<file path="src/rtl/pg_pkg.sv">
package pg_pkg;

    typedef enum logic [1:0] {
        ST_OFF    = 2'd0,
        ST_SETTLE = 2'd1,
        ST_REG    = 2'd2,
        ST_FAULT  = 2'd3
    } chan_st_e;

    typedef struct packed {
        logic en;
        logic mon;
        logic dly;
        logic uv;
        logic ov;
        logic vchg;
        logic sc;
    } chan_in_t;

    typedef struct packed {
        logic ready;
        logic uvlo;
        logic tsd;
        logic ovp;
        logic rstf;
    } glob_in_t;

    function automatic logic in_window(input chan_in_t c);
        return !c.uv && !c.ov;
    endfunction

    function automatic logic is_active(input chan_in_t c);
        return c.en && c.mon;
    endfunction

    function automatic logic glob_blocks(input glob_in_t g);
        return !g.ready || g.uvlo || g.tsd || g.ovp || g.rstf;
    endfunction

endpackage

</file>
<file path="src/rtl/pg_tick_gen.sv">
module pg_tick_gen #(
    parameter int CLK_PER_US = 125
) (
    input  logic clk,
    input  logic rst,
    output logic tick
);
    localparam int CW = (CLK_PER_US > 1) ? $clog2(CLK_PER_US) : 1;
    localparam logic [CW-1:0] LAST = CW'(CLK_PER_US - 1);

    logic [CW-1:0] cnt_q;

    always_ff @(posedge clk) begin
        if (rst) begin
            cnt_q <= '0;
        end else if (cnt_q == LAST) begin
            cnt_q <= '0;
        end else begin
            cnt_q <= cnt_q + 1'b1;
        end
    end

    assign tick = (cnt_q == LAST);

    generate
        if (CLK_PER_US > 1) begin : g_tick_chk
            AST_TICK_ISOLATED: assert property (@(posedge clk) disable iff (rst)
                tick |=> !tick);
        end
    endgenerate

endmodule

</file>
<file path="src/rtl/pg_chan_eval.sv">
module pg_chan_eval
    import pg_pkg::*;
#(
    parameter int TMO_US = 800,
    parameter int DEB_US = 10
) (
    input  logic     clk,
    input  logic     rst,
    input  logic     tick,
    input  logic     mode_cont,
    input  chan_in_t cin,
    output logic     chan_ok
);
    localparam int TW = $clog2(TMO_US + 1);
    localparam int DW = $clog2(DEB_US + 1);
    localparam logic [TW-1:0] TMO_LAST = TW'(TMO_US - 1);
    localparam logic [DW-1:0] DEB_LAST = DW'(DEB_US - 1);

    chan_st_e      st_q, st_n;
    logic [TW-1:0] tmr_q, tmr_n;
    logic [DW-1:0] deb_q, deb_n;
    logic          to_q, to_n;
    logic          active, win;

    assign active = is_active(cin);
    assign win    = in_window(cin);

    always_comb begin
        st_n  = st_q;
        tmr_n = tmr_q;
        deb_n = deb_q;
        to_n  = to_q;
        if (!active) begin
            st_n  = ST_OFF;
            tmr_n = '0;
            deb_n = '0;
            to_n  = 1'b0;
        end else begin
            unique case (st_q)
                ST_OFF: begin
                    st_n  = ST_SETTLE;
                    tmr_n = '0;
                    deb_n = '0;
                    to_n  = 1'b0;
                end
                ST_SETTLE: begin
                    if (tick && !to_q) begin
                        if (tmr_q == TMO_LAST) to_n = 1'b1;
                        else                   tmr_n = tmr_q + 1'b1;
                    end
                    if (!win || cin.dly) begin
                        deb_n = '0;
                    end else if (tick) begin
                        if (deb_q == DEB_LAST) begin
                            st_n  = ST_REG;
                            deb_n = '0;
                            tmr_n = '0;
                            to_n  = 1'b0;
                        end else begin
                            deb_n = deb_q + 1'b1;
                        end
                    end
                end
                ST_REG: begin
                    if (cin.vchg) begin
                        st_n  = ST_SETTLE;
                        tmr_n = '0;
                        deb_n = '0;
                        to_n  = 1'b0;
                    end else if (win) begin
                        deb_n = '0;
                    end else if (tick) begin
                        if (deb_q == DEB_LAST) begin
                            st_n  = ST_FAULT;
                            deb_n = '0;
                        end else begin
                            deb_n = deb_q + 1'b1;
                        end
                    end
                end
                default: begin
                    if (!win) begin
                        deb_n = '0;
                    end else if (tick) begin
                        if (deb_q == DEB_LAST) begin
                            st_n  = ST_REG;
                            deb_n = '0;
                        end else begin
                            deb_n = deb_q + 1'b1;
                        end
                    end
                end
            endcase
        end
    end

    always_ff @(posedge clk) begin
        if (rst) begin
            st_q  <= ST_OFF;
            tmr_q <= '0;
            deb_q <= '0;
            to_q  <= 1'b0;
        end else begin
            st_q  <= st_n;
            tmr_q <= tmr_n;
            deb_q <= deb_n;
            to_q  <= to_n;
        end
    end

    logic state_ok;
    always_comb begin
        unique case (st_q)
            ST_OFF, ST_REG: state_ok = 1'b1;
            ST_SETTLE:      state_ok = !mode_cont && !to_q;
            default:        state_ok = 1'b0;
        endcase
    end

    assign chan_ok = state_ok && !(cin.mon && cin.sc);

    AST_IDLE_GOES_OFF: assert property (@(posedge clk) disable iff (rst)
        !active |=> (st_q == ST_OFF));
    AST_TMR_BOUND: assert property (@(posedge clk) disable iff (rst)
        tmr_q < TW'(TMO_US));
    AST_DEB_BOUND: assert property (@(posedge clk) disable iff (rst)
        deb_q < DW'(DEB_US));
    AST_REG_ENTRY_IN_WINDOW: assert property (@(posedge clk) disable iff (rst)
        (st_q != ST_REG) ##1 (st_q == ST_REG) |-> $past(win));

endmodule

</file>
<file path="src/rtl/pg_fault_merge.sv">
module pg_fault_merge
    import pg_pkg::*;
#(
    parameter int N_CH = 4
) (
    input  glob_in_t        gin,
    input  logic [N_CH-1:0] chan_ok,
    output logic            pg_next
);
    assign pg_next = !glob_blocks(gin) && (&chan_ok);
endmodule

</file>
<file path="src/rtl/pg_aggregator.sv">
module pg_aggregator
    import pg_pkg::*;
#(
    parameter int N_CH       = 4,
    parameter int CLK_PER_US = 125,
    parameter int TMO_US     = 800,
    parameter int DEB_US     = 10
) (
    input  logic            clk,
    input  logic            rst,
    input  logic            mode_cont,
    input  logic            dev_ready,
    input  logic            supply_uvlo,
    input  logic            tsd_int,
    input  logic            ovp_int,
    input  logic            rst_int,
    input  logic [N_CH-1:0] ch_en,
    input  logic [N_CH-1:0] ch_mon,
    input  logic [N_CH-1:0] ch_dly,
    input  logic [N_CH-1:0] ch_uv,
    input  logic [N_CH-1:0] ch_ov,
    input  logic [N_CH-1:0] ch_vchg,
    input  logic [N_CH-1:0] ch_sc,
    output logic            pg_out
);
    logic            tick;
    logic [N_CH-1:0] chan_ok;
    logic            pg_next;
    logic            pg_q;
    glob_in_t        gin;

    pg_tick_gen #(.CLK_PER_US(CLK_PER_US)) u_tick (
        .clk  (clk),
        .rst  (rst),
        .tick (tick)
    );

    generate
        for (genvar i = 0; i < N_CH; i++) begin : g_chan
            chan_in_t cin;
            assign cin = '{en: ch_en[i], mon: ch_mon[i], dly: ch_dly[i],
                           uv: ch_uv[i], ov: ch_ov[i], vchg: ch_vchg[i],
                           sc: ch_sc[i]};
            pg_chan_eval #(.TMO_US(TMO_US), .DEB_US(DEB_US)) u_chan (
                .clk       (clk),
                .rst       (rst),
                .tick      (tick),
                .mode_cont (mode_cont),
                .cin       (cin),
                .chan_ok   (chan_ok[i])
            );
        end
    endgenerate

    assign gin = '{ready: dev_ready, uvlo: supply_uvlo, tsd: tsd_int,
                   ovp: ovp_int, rstf: rst_int};

    pg_fault_merge #(.N_CH(N_CH)) u_merge (
        .gin     (gin),
        .chan_ok (chan_ok),
        .pg_next (pg_next)
    );

    always_ff @(posedge clk) begin
        if (rst) pg_q <= 1'b0;
        else     pg_q <= pg_next;
    end

    assign pg_out = pg_q;

    AST_NOT_READY_LOW: assert property (@(posedge clk) disable iff (rst)
        (!dev_ready || supply_uvlo) |=> !pg_out);
    AST_GLOBAL_INT_LOW: assert property (@(posedge clk) disable iff (rst)
        (tsd_int || ovp_int || rst_int) |=> !pg_out);
    AST_SHORT_LOW: assert property (@(posedge clk) disable iff (rst)
        (|(ch_mon & ch_sc)) |=> !pg_out);

endmodule

</file>
<file path="config.mk">
export PLATFORM = sky130hd
export DESIGN_NAME = pg_aggregator
export DESIGN_NICKNAME = d
export VERILOG_FILES = /design/src/rtl/pg_pkg.sv /design/src/rtl/pg_tick_gen.sv /design/src/rtl/pg_chan_eval.sv /design/src/rtl/pg_fault_merge.sv /design/src/rtl/pg_aggregator.sv
export SDC_FILE = /design/constraint.sdc
export NUM_CORES = 1
export LEC_CHECK = 0
export ABC_CLOCK_PERIOD_IN_PS = 6800
export BUFFER_PORTS_ARGS = -buffer_cell sky130_fd_sc_hd__buf_4
export CAP_MARGIN = 15
export CORE_UTILIZATION = 41
export DETAILED_ROUTE_END_ITERATION = 7
export GPL_TIMING_DRIVEN = 0
export PLACE_DENSITY = 0.69
export SLEW_MARGIN = 20
export SYNTH_ARGS = -nofsm -noshare
export SYNTH_HDL_FRONTEND = slang
export SYNTH_SLANG_ARGS = --single-unit
</file>
<file path="constraint.sdc">
create_clock -name clk -period 6.8 [get_ports clk]
set_clock_uncertainty 0.15 [all_clocks]
set_input_delay 1.36 -clock clk [delete_from_list [all_inputs] [get_ports clk]]
set_output_delay 1.36 -clock clk [all_outputs]
set_load 0.005 [all_outputs]
</file>
Word-level counts from Yosys, hierarchy flattened. Index checks and enable logic that the tools add are counted.

$add $sub $neg: 9. Equal/unequal tests: 37. Multiplexer cells: 124. Bitwise gates (word level): 4. Reductions and logical operators: 86.

Operators by type and width (number): 10-bit two-way mux (24); 10-bit one-hot mux with 3 select lines (4); 4-bit two-way mux (24); 2-bit two-way mux (32); 4-bit one-hot mux with 3 select lines (4); 10-bit by 1-bit adder with 10-bit output (second input constant) (4); 10-bit == test (second input constant) (4); 1-bit logical AND (25); 1-bit two-way mux (24); 2-bit one-hot mux with 3 select lines (4); 1-bit zero test (23); 3-bit inequality test (second input constant) (7); 5-bit AND reduction (4); 2-bit OR reduction (9); 4-bit by 1-bit adder with 4-bit output (second input constant) (4); 4-bit == test (second input constant) (4); 2-bit inequality test (second input constant) (8); 4-bit nonzero test (4); 3-bit by 2-bit inequality test with 1-bit output (second input constant) (5); 1-bit one-hot mux with 3 select lines (4); 3-bit nonzero test (4); 2-bit by 1-bit == test with 1-bit output (second input constant) (4); 2-bit == test (second input constant) (4); 2-bit zero test (4); 7 further kinds (23).

Flip-flop bits (word level): 76. Output and inout port bits: 1.

Logic depth before layout (Yosys ltp). Gate-level depths: netlist (run 1).

Depth in word-level cells: 7. Depth in mapped cells: 9. Depth with buffers taken out: 7.

By module. From an unflattened synthesis (run 1), not the netlist that was laid out.

Cell total of the unflattened synthesis: 530. Area, all modules: 4463.0 µm².

Modules (own cells, without submodules): pg_chan_eval at g_chan[0].u_chan ... (instances 3, cells each 123, area each 1016.0 µm², seq. area each 340.3 µm²); pg_chan_eval at g_chan[1].u_chan (instances 1, cells each 123, area each 1042.2 µm², seq. area each 340.3 µm²); pg_tick_gen (instances 1, cells each 33, area each 306.5 µm², seq. area each 140.1 µm²); pg_aggregator (instances 1, cells each 2, area each 33.8 µm², seq. area each 20.0 µm²); pg_fault_merge (instances 1, cells each 3, area each 32.5 µm², seq. area each 0.0 µm²).

Worst setup path before layout (run 1). No wires, ideal clock.

Kind: input to register. From: in ch_ov[0]. To: reg g_chan[0].u_chan.tmr_q[4]. Setup time: 132 ps. Arrival time: 2790 ps. Slack: 3728 ps. Cell stages on the path: 6. Buffers on the path: 1. Cell sequence: or3_1 nor4_1 nor2_1 clkbuf_1 a31oi_1 nor3_1.

Cells in the longest elaborated chain, start to end: 6.

RTL lines: from (decl) (line pg_aggregator.sv:21) `input logic [N_CH-1:0] ch_ov,`; 1-bit zero test (line pg_pkg.sv:29) `return !c.uv && !c.ov;`; 1-bit logical AND (line pg_pkg.sv:29); 1-bit zero test (line pg_chan_eval.sv:51) `if (!win || cin.dly) begin`; 1-bit logical OR (line pg_chan_eval.sv:51); 10-bit two-way mux (line pg_chan_eval.sv:51); 10-bit one-hot mux with 3 select lines (line pg_chan_eval.sv:39) `unique case (st_q)`; to (signal assigned) (line pg_chan_eval.sv:105) `tmr_q <= tmr_n;`; to (decl) (line pg_chan_eval.sv:20) `logic [TW-1:0] tmr_q, tmr_n;`.

Every way passes these cells. A chain may end at the register's enable or synchronous reset.

Worst setup path in the final report (run 1).
From: in ch_ov[0]. To: reg g_chan[0].u_chan.tmr_q[0].

Same word-level chain as after synthesis.

==> run_results.csv, run 1 <==
group,metric,value,unit
placed_design,post-place-ws,3.23,ns
setup_path,rrSetupSlack,3.99,ns
setup_path,r2r-start,"u_tick.cnt_q[0]",
floorplanning,die_area,11000,um2
timing,hold_viol_final,0,
cells_and_area,final_common_cell,"dfxtp_1",
run,cap_violations,0,
placed_design,dpl.hpwl,8.23,mm
hold_path,holdCritPathClass,"reg -> reg",
floorplanning,coreArea,10300,um2
cells_and_area,diodes,0,
drt,avgViaCountPerCell,5.89,
logic_synthesis,syn_area_per_cell,7.73,um2
placed_design,place_congestion,0.904,
clock_network,h-tree-depth,3,
drt,dr.pass1.iters,6,
setup_path,criticalPathCategory,"in -> reg",
floorplanning,ioPinCount,37,
power,power_density,182,nW/um2
logic_synthesis,synth_edf_count,0,
timing,timing.final.crit_share,47.2,%
logic_synthesis,ys.flop_type,"dfxtp_1",
status,outcome,"completed",
floorplanning,fp-row-count,37,
floorplanning,initial_core_util,42.1,%
cells_and_area,fill_cells,1012,
logic_synthesis,synth-seq-cells,76,
clock_network,clock_latency,0.36,ns
cells_and_area,fin_nets,657,
power,power_leakage,1.57,nW
drt,drtIter0Drc,335,
timing,max_slew_margin,50.9,%
timing,grt_setup_unrepaired,"false",
floorplanning,die_y,105,um
power,ir_worst_vdd,0.0900,mV
global_routing,grt_pass1_vias,3946,
cells_and_area,finalInstanceArea,5010,um2
floorplanning,die_w,105,um
global_routing,grt_pass1_wl,18.6,mm
clock_network,path_clk_slew,0.08,ns
setup_path,cp-start-kind,"input port",
drt,wire_per_inst,15.3,um
logic_synthesis,post_synth_num_cell_types,57,
cells_and_area,drive_above_1_share,10.3,%
setup_path,crit_start,"ch_ov[0]",
logic_synthesis,yosys_warnings,0,
setup_path,cp-endpoint,"g_chan[0].u_chan.tmr_q[0]",
timing,fmax,0.311,GHz
logic_synthesis,synthArstFlopShare,0,%
clock_network,cts_resized,0,
setup_path,arrival,3.28,ns
clock_network,cts_sinks,76,
clock_network,ctsHoldBuffers,0,
setup_path,worstPathRequired,6.87,ns
placed_design,portBuffers,36,
placed_design,dpl_cell_area,4770,um2
global_routing,grt-ovfl-total,0,
logic_synthesis,synthTopCellsByArea,"dfxtp_1 35%, nand2_1 4.8%, nor2_1 4.4%",
timing,tns,0,ns
clock_network,root_buffer,"clkbuf_8",
drt,vias,4405,
global_routing,track_usage,20.9,%
timing,finalSetupViolCount,0,
logic_synthesis,ys_seq_area_share,35.1,%
logic_synthesis,synth_area_leader_cell,"dfxtp_1",
setup_path,reg2reg_to,"g_chan[0].u_chan.tmr_q[0]",
setup_path,r2r_cells,8,
logic_synthesis,postSynthCellCount,560,
cells_and_area,final_cell_mix,"76 x dfxtp_1, 55 x nand2_1, 51 x nor2_1",
cells_and_area,syn2layout_area_growth,15.6,%
global_routing,grt_max_degree,13,
clock_network,postCtsSetupRepairBufs,0,
timing,timing.final.ws_setup,3.59,ns
clock_network,cts_tree,"built",
global_routing,antenna_found_initial,0,
timing,maxSlewViolCount,0,
drt,wl,11.5,mm
drt,drc,0,
cells_and_area,multi_input_area,2630,um2
clock_network,clockBufferDepth,2,
clock_network,numCtsBuffers,9,
logic_synthesis,synth_nets,610,
drt,detail-route-antenna-nets,0,
logic_synthesis,synth_top_area_share,35.1,%
timing,worst_slew_pin_slew,0.734,ns
cells_and_area,regArea,1520,um2
logic_synthesis,netlist_area,4330,um2
timing,fin_crit,3.21,ns
setup_path,critPathMaxFanout,10,
setup_path,end_kind,"flip-flop",
## per-layer routing
layer	track usage (%)	share of wire, %	up-vias
met3	3.56	5.6	13
met5	0	0	-
met1	26.9	46	2052
li1	-	-	2194
met4	7.14	1.9	0
met2	35.3	47	146
## how the worst min path moves through the flow
stage / startpoint / to / slack, ns / cells past startpoint
finish: g_chan[3].u_chan.tmr_q[9] / g_chan[3].u_chan.tmr_q[9] / 0.35 / 2
global route: g_chan[1].u_chan.to_q / g_chan[1].u_chan.to_q / 0.37 / 2
CTS: g_chan[3].u_chan.tmr_q[9] / g_chan[3].u_chan.tmr_q[9] / 0.34 / 2
detailed placement: g_chan[3].u_chan.tmr_q[9] / g_chan[3].u_chan.tmr_q[9] / 0.33 / 2
global placement: u_tick.cnt_q[0] / u_tick.cnt_q[0] / 0.33 / 1
floorplan: g_chan[3].u_chan.tmr_q[9] / g_chan[3].u_chan.tmr_q[9] / 0.30 / 2
## worst max-delay path: stages
cell,delay [ns]
buf_4,0.12
or3_1,0.40
nor4_1,0.57
nor2_1,0.27
clkbuf_1,0.29
a21oi_1,0.19
a211oi_1,0.07
## logic make-up after synthesis
kind of cell             Yosys count  synth area share (%)
AND/OR/NAND/NOR                  271                  33.1
flip-flops                        76                  35.1
AO/OA/AOI/OAI                    137                  20.4
XOR/XNOR                          16                  3.24
adder cells (fa/ha/maj)           14                  4.05
buffers and inverters             46                  4.16
## layout make-up
class,instances,area share (%)
Clock buffer,12,3.30
Clock inverter,4,1.40
Inverter,20,1.50
Multi-Input combinational cell,438,52.5
Buffer,26,2.10
Sequential cell,76,30.4
Timing Repair Buffer,36,5.40
Tap cell,136,3.40
## Yosys cell counts, drive strengths merged, types with 5 or more instances
master and instances:
and2 7, nor3 30, ha 14, nand2 55
dfxtp 76, a31oi 15, nand3b 8, nand4 23
xor2 9, a21oi 33, nand4b 5, nor2 51
or2 6, buf 5, o211ai 6, nor4 9
or3 7, nand2b 6, a211oi 11, nand3 31
inv 20, clkbuf 21, nor4b 6, o21ai 35
and3 8, and4 6, a311oi 13, xnor2 7
## through the flow
step                power, mW  hold slack, ns  utilization (%)  std cells
global placement        0.514           0.325             46.4        732
finish                  0.913           0.347             48.7        748
CTS                     0.921           0.336             48.7        748
global route            0.949           0.371             48.7        748
detailed placement      0.516           0.326             46.4        732
floorplan               0.487           0.300                -        560
## flip-flops by register name, indices dropped and copies added (netlist names)
signal / count
g_chan.u_chan.tmr_q: 40
g_chan.u_chan.deb_q: 16
g_chan.u_chan.st_q: 8
u_tick.cnt_q: 7
g_chan.u_chan.to_q: 4
pg_out: 1
## report_power, final
part           internal [mW]  switching, mW
logic                 0.0242         0.0317
clock network          0.236          0.171
registers              0.447        0.00300
Power figures use the tool's default switching activity.
==> run 2: changes to the inputs <==
ABC_CLOCK_PERIOD_IN_PS = 2700   (was 6800)
PLACE_DENSITY = 0.72   (was 0.69)
clock period = 2.7 ns   (was 6.8 ns; I/O delays follow)
==> run_results.csv, run 2 (synthesized netlist as in run 1, its figures left out) <==
group,metric,value,unit
drt,dr.pass1.iters,5,
power,ir_worst_vdd,0.297,mV
cells_and_area,final_cell_count_no_fill,748,
timing,worst_slew_pin_slew,0.643,ns
cells_and_area,syn2layout_area_growth,16.1,%
setup_path,worst-path-stages,7,
cells_and_area,largest_reg_flops,40,
clock_network,path_clk_slew,0.08,ns
power,intPower,1.66,mW
floorplanning,initial_core_util,42.1,%
floorplanning,ioPinCount,37,
clock_network,root_buffer,"clkbuf_8",
power,swShare,24.0,%
hold_path,min_path_cells,2,
timing,fmax,0.388,GHz
drt,vias,4439,
setup_path,cp-start-kind,"flip-flop",
setup_path,rrSetupSlack,0.12,ns
setup_path,path_cells,"nand4_1 -> buf_2 -> or2_2 -> buf_2 -> or4_1 -> a21oi_1 -> nor3_1",
setup_path,r2r-start,"u_tick.cnt_q[2]",
placed_design,placed_cells,732,
clock_network,clock_latency,0.36,ns
global_routing,grt_pass1_wl,18.9,mm
drt,wl,11.3,mm
drt,avgViaCountPerCell,5.93,
global_routing,antenna_found_initial,0,
placed_design,portBuffers,36,
power,p_sw,524,uW
setup_path,reg2reg_to,"g_chan[0].u_chan.tmr_q[4]",
setup_path,arrival,2.66,ns
setup_path,critPathMaxStageDelay,0.57,ns
power,p_clk_share,41.6,%
setup_path,crit_slowest_cell,"or4_1",
timing,maxSlewViolCount,0,
placed_design,place_congestion,0.859,
cells_and_area,fill_cells,992,
clock_network,h-tree-depth,3,
timing,finalSetupViolCount,0,
floorplanning,die_w,105,um
timing,grt_setup_unrepaired,"false",
timing,hold_viol_final,0,
setup_path,critical_path.most_common_cell,"buf_2",
cells_and_area,final_common_cell,"dfxtp_1",
status,outcome,"completed",
hold_path,holdCritPathClass,"reg -> reg",
floorplanning,fp-row-count,37,
cells_and_area,largest-register,"g_chan.u_chan.tmr_q",
floorplanning,die_y,105,um
power,power_density,435,nW/um2
cells_and_area,final_cell_mix,"76 x dfxtp_1, 54 x nand2_1, 51 x nor2_1",
power,combPwrFrac,6.5,%
timing,fin_crit,2.58,ns
drt,drtIter0Drc,378,
clock_network,cts_tree,"built",
setup_path,r2r_cells,7,
drt,drc,0,
placed_design,dpl.hpwl,8.21,mm
setup_path,cp-endpoint,"g_chan[0].u_chan.tmr_q[4]",
cells_and_area,largestRegisters,"g_chan.u_chan.tmr_q: 40 flops, g_chan.u_chan.deb_q: 16 flops, g_chan.u_chan.st_q: 8 flops",
timing,timing.final.crit_share,95.4,%
global_routing,grt_pass1_vias,4088,
run,cap_violations,0,
setup_path,crit_start,"u_tick.cnt_q[2]",
global_routing,grt-ovfl-total,0,
global_routing,grt_max_degree,13,
setup_path,cp_top_family,"simple AND/OR/NAND/NOR gates",
clock_network,ctsHoldBuffers,0,
power,p_total,2.18,mW
floorplanning,die_area,11000,um2
cells_and_area,diodes,0,
cells_and_area,drive_above_1_share,12.4,%
power,power_leakage,1.59,nW
setup_path,worstPathRequired,2.78,ns
setup_path,path_buf_inv,2,
floorplanning,coreArea,10300,um2
clock_network,cts_sinks,76,
setup_path,end_kind,"flip-flop",
setup_path,criticalPathCategory,"reg -> reg",
drt,wire_per_inst,15.2,um
drt,detail-route-antenna-nets,0,
clock_network,numCtsBuffers,9,
setup_path,critPathMaxFanout,10,
timing,max_slew_margin,56.5,%
cells_and_area,fin_nets,657,
power,seq_power_share,51.9,%
global_routing,track_usage,21.0,%
clock_network,clockBufferDepth,2,
[run 2: worst reg2reg max path: stages, from the launching register on]
cell	delay, ns
dfxtp_1	0.41
nand4_1	0.26
buf_2	0.30
or2_2	0.31
buf_2	0.22
or4_1	0.57
a21oi_1	0.18
nor3_1	0.06
[run 2: worst min path at each step]
stage | startpoint | slack (ns) | to
after floorplan | g_chan[3].u_chan.tmr_q[9] | 0.30 | g_chan[3].u_chan.tmr_q[9]
after global placement | u_tick.cnt_q[0] | 0.32 | u_tick.cnt_q[0]
after detailed placement | g_chan[1].u_chan.tmr_q[9] | 0.33 | g_chan[1].u_chan.tmr_q[9]
after CTS | g_chan[1].u_chan.tmr_q[9] | 0.34 | g_chan[1].u_chan.tmr_q[9]
after global routing | ch_uv[1] | 0.36 | g_chan[1].u_chan.st_q[0]
final | g_chan[1].u_chan.to_q | 0.34 | g_chan[1].u_chan.to_q
[run 2: per-layer routing]
layer | GRT usage (%) | wire length (um) | part of all wire, %
met2 | 35.1 | 5310 | 47
met4 | 7.85 | 252 | 2.2
met5 | 0 | 0 | 0
met3 | 4.12 | 608 | 5.4
met1 | 26.7 | 5170 | 46
[run 2: layout make-up]
cell class	count	area, um2	area share, %
Timing Repair Buffer	36	270	5.38
Clock inverter	5	50.0	0.996
Buffer	26	111	2.22
Clock buffer	11	151	3.01
Multi-Input combinational cell	438	2680	53.2
Sequential cell	76	1520	30.3
Inverter	20	75.1	1.49
Tap cell	136	170	3.39
[run 2: power by group through the flow]
stage	clock (mW)	combinational, mW	sequential [mW]
after floorplan	0	0.0685	1.16
after global placement	0	0.135	1.16
after detailed placement	0	0.138	1.16
after CTS	0.921	0.139	1.13
after global routing	0.971	0.157	1.13
final	0.908	0.143	1.13
[run 2: stage by stage]
step	hold slack (ns)	TNS [ns]	cell area, um2	utilization, %	setup slack (ns)
after CTS	0.341	0	4990	48.6	0.0363
after global placement	0.321	-0.0486	4770	46.4	-0.0286
after detailed placement	0.330	-0.538	4770	46.4	-0.0688
after floorplan	0.300	0	4330	-	0.448
after global routing	0.363	0	5030	48.9	0.0524
final	0.342	0	5030	48.9	0.123
[run 2: timing repair]
action / 4_1_cts / 5_1_grt
setup buffers: 0 / 0
hold endpoints to repair: 0 / 0
setup endpoints to repair: 16 / 31
resized for setup: 4 / 14
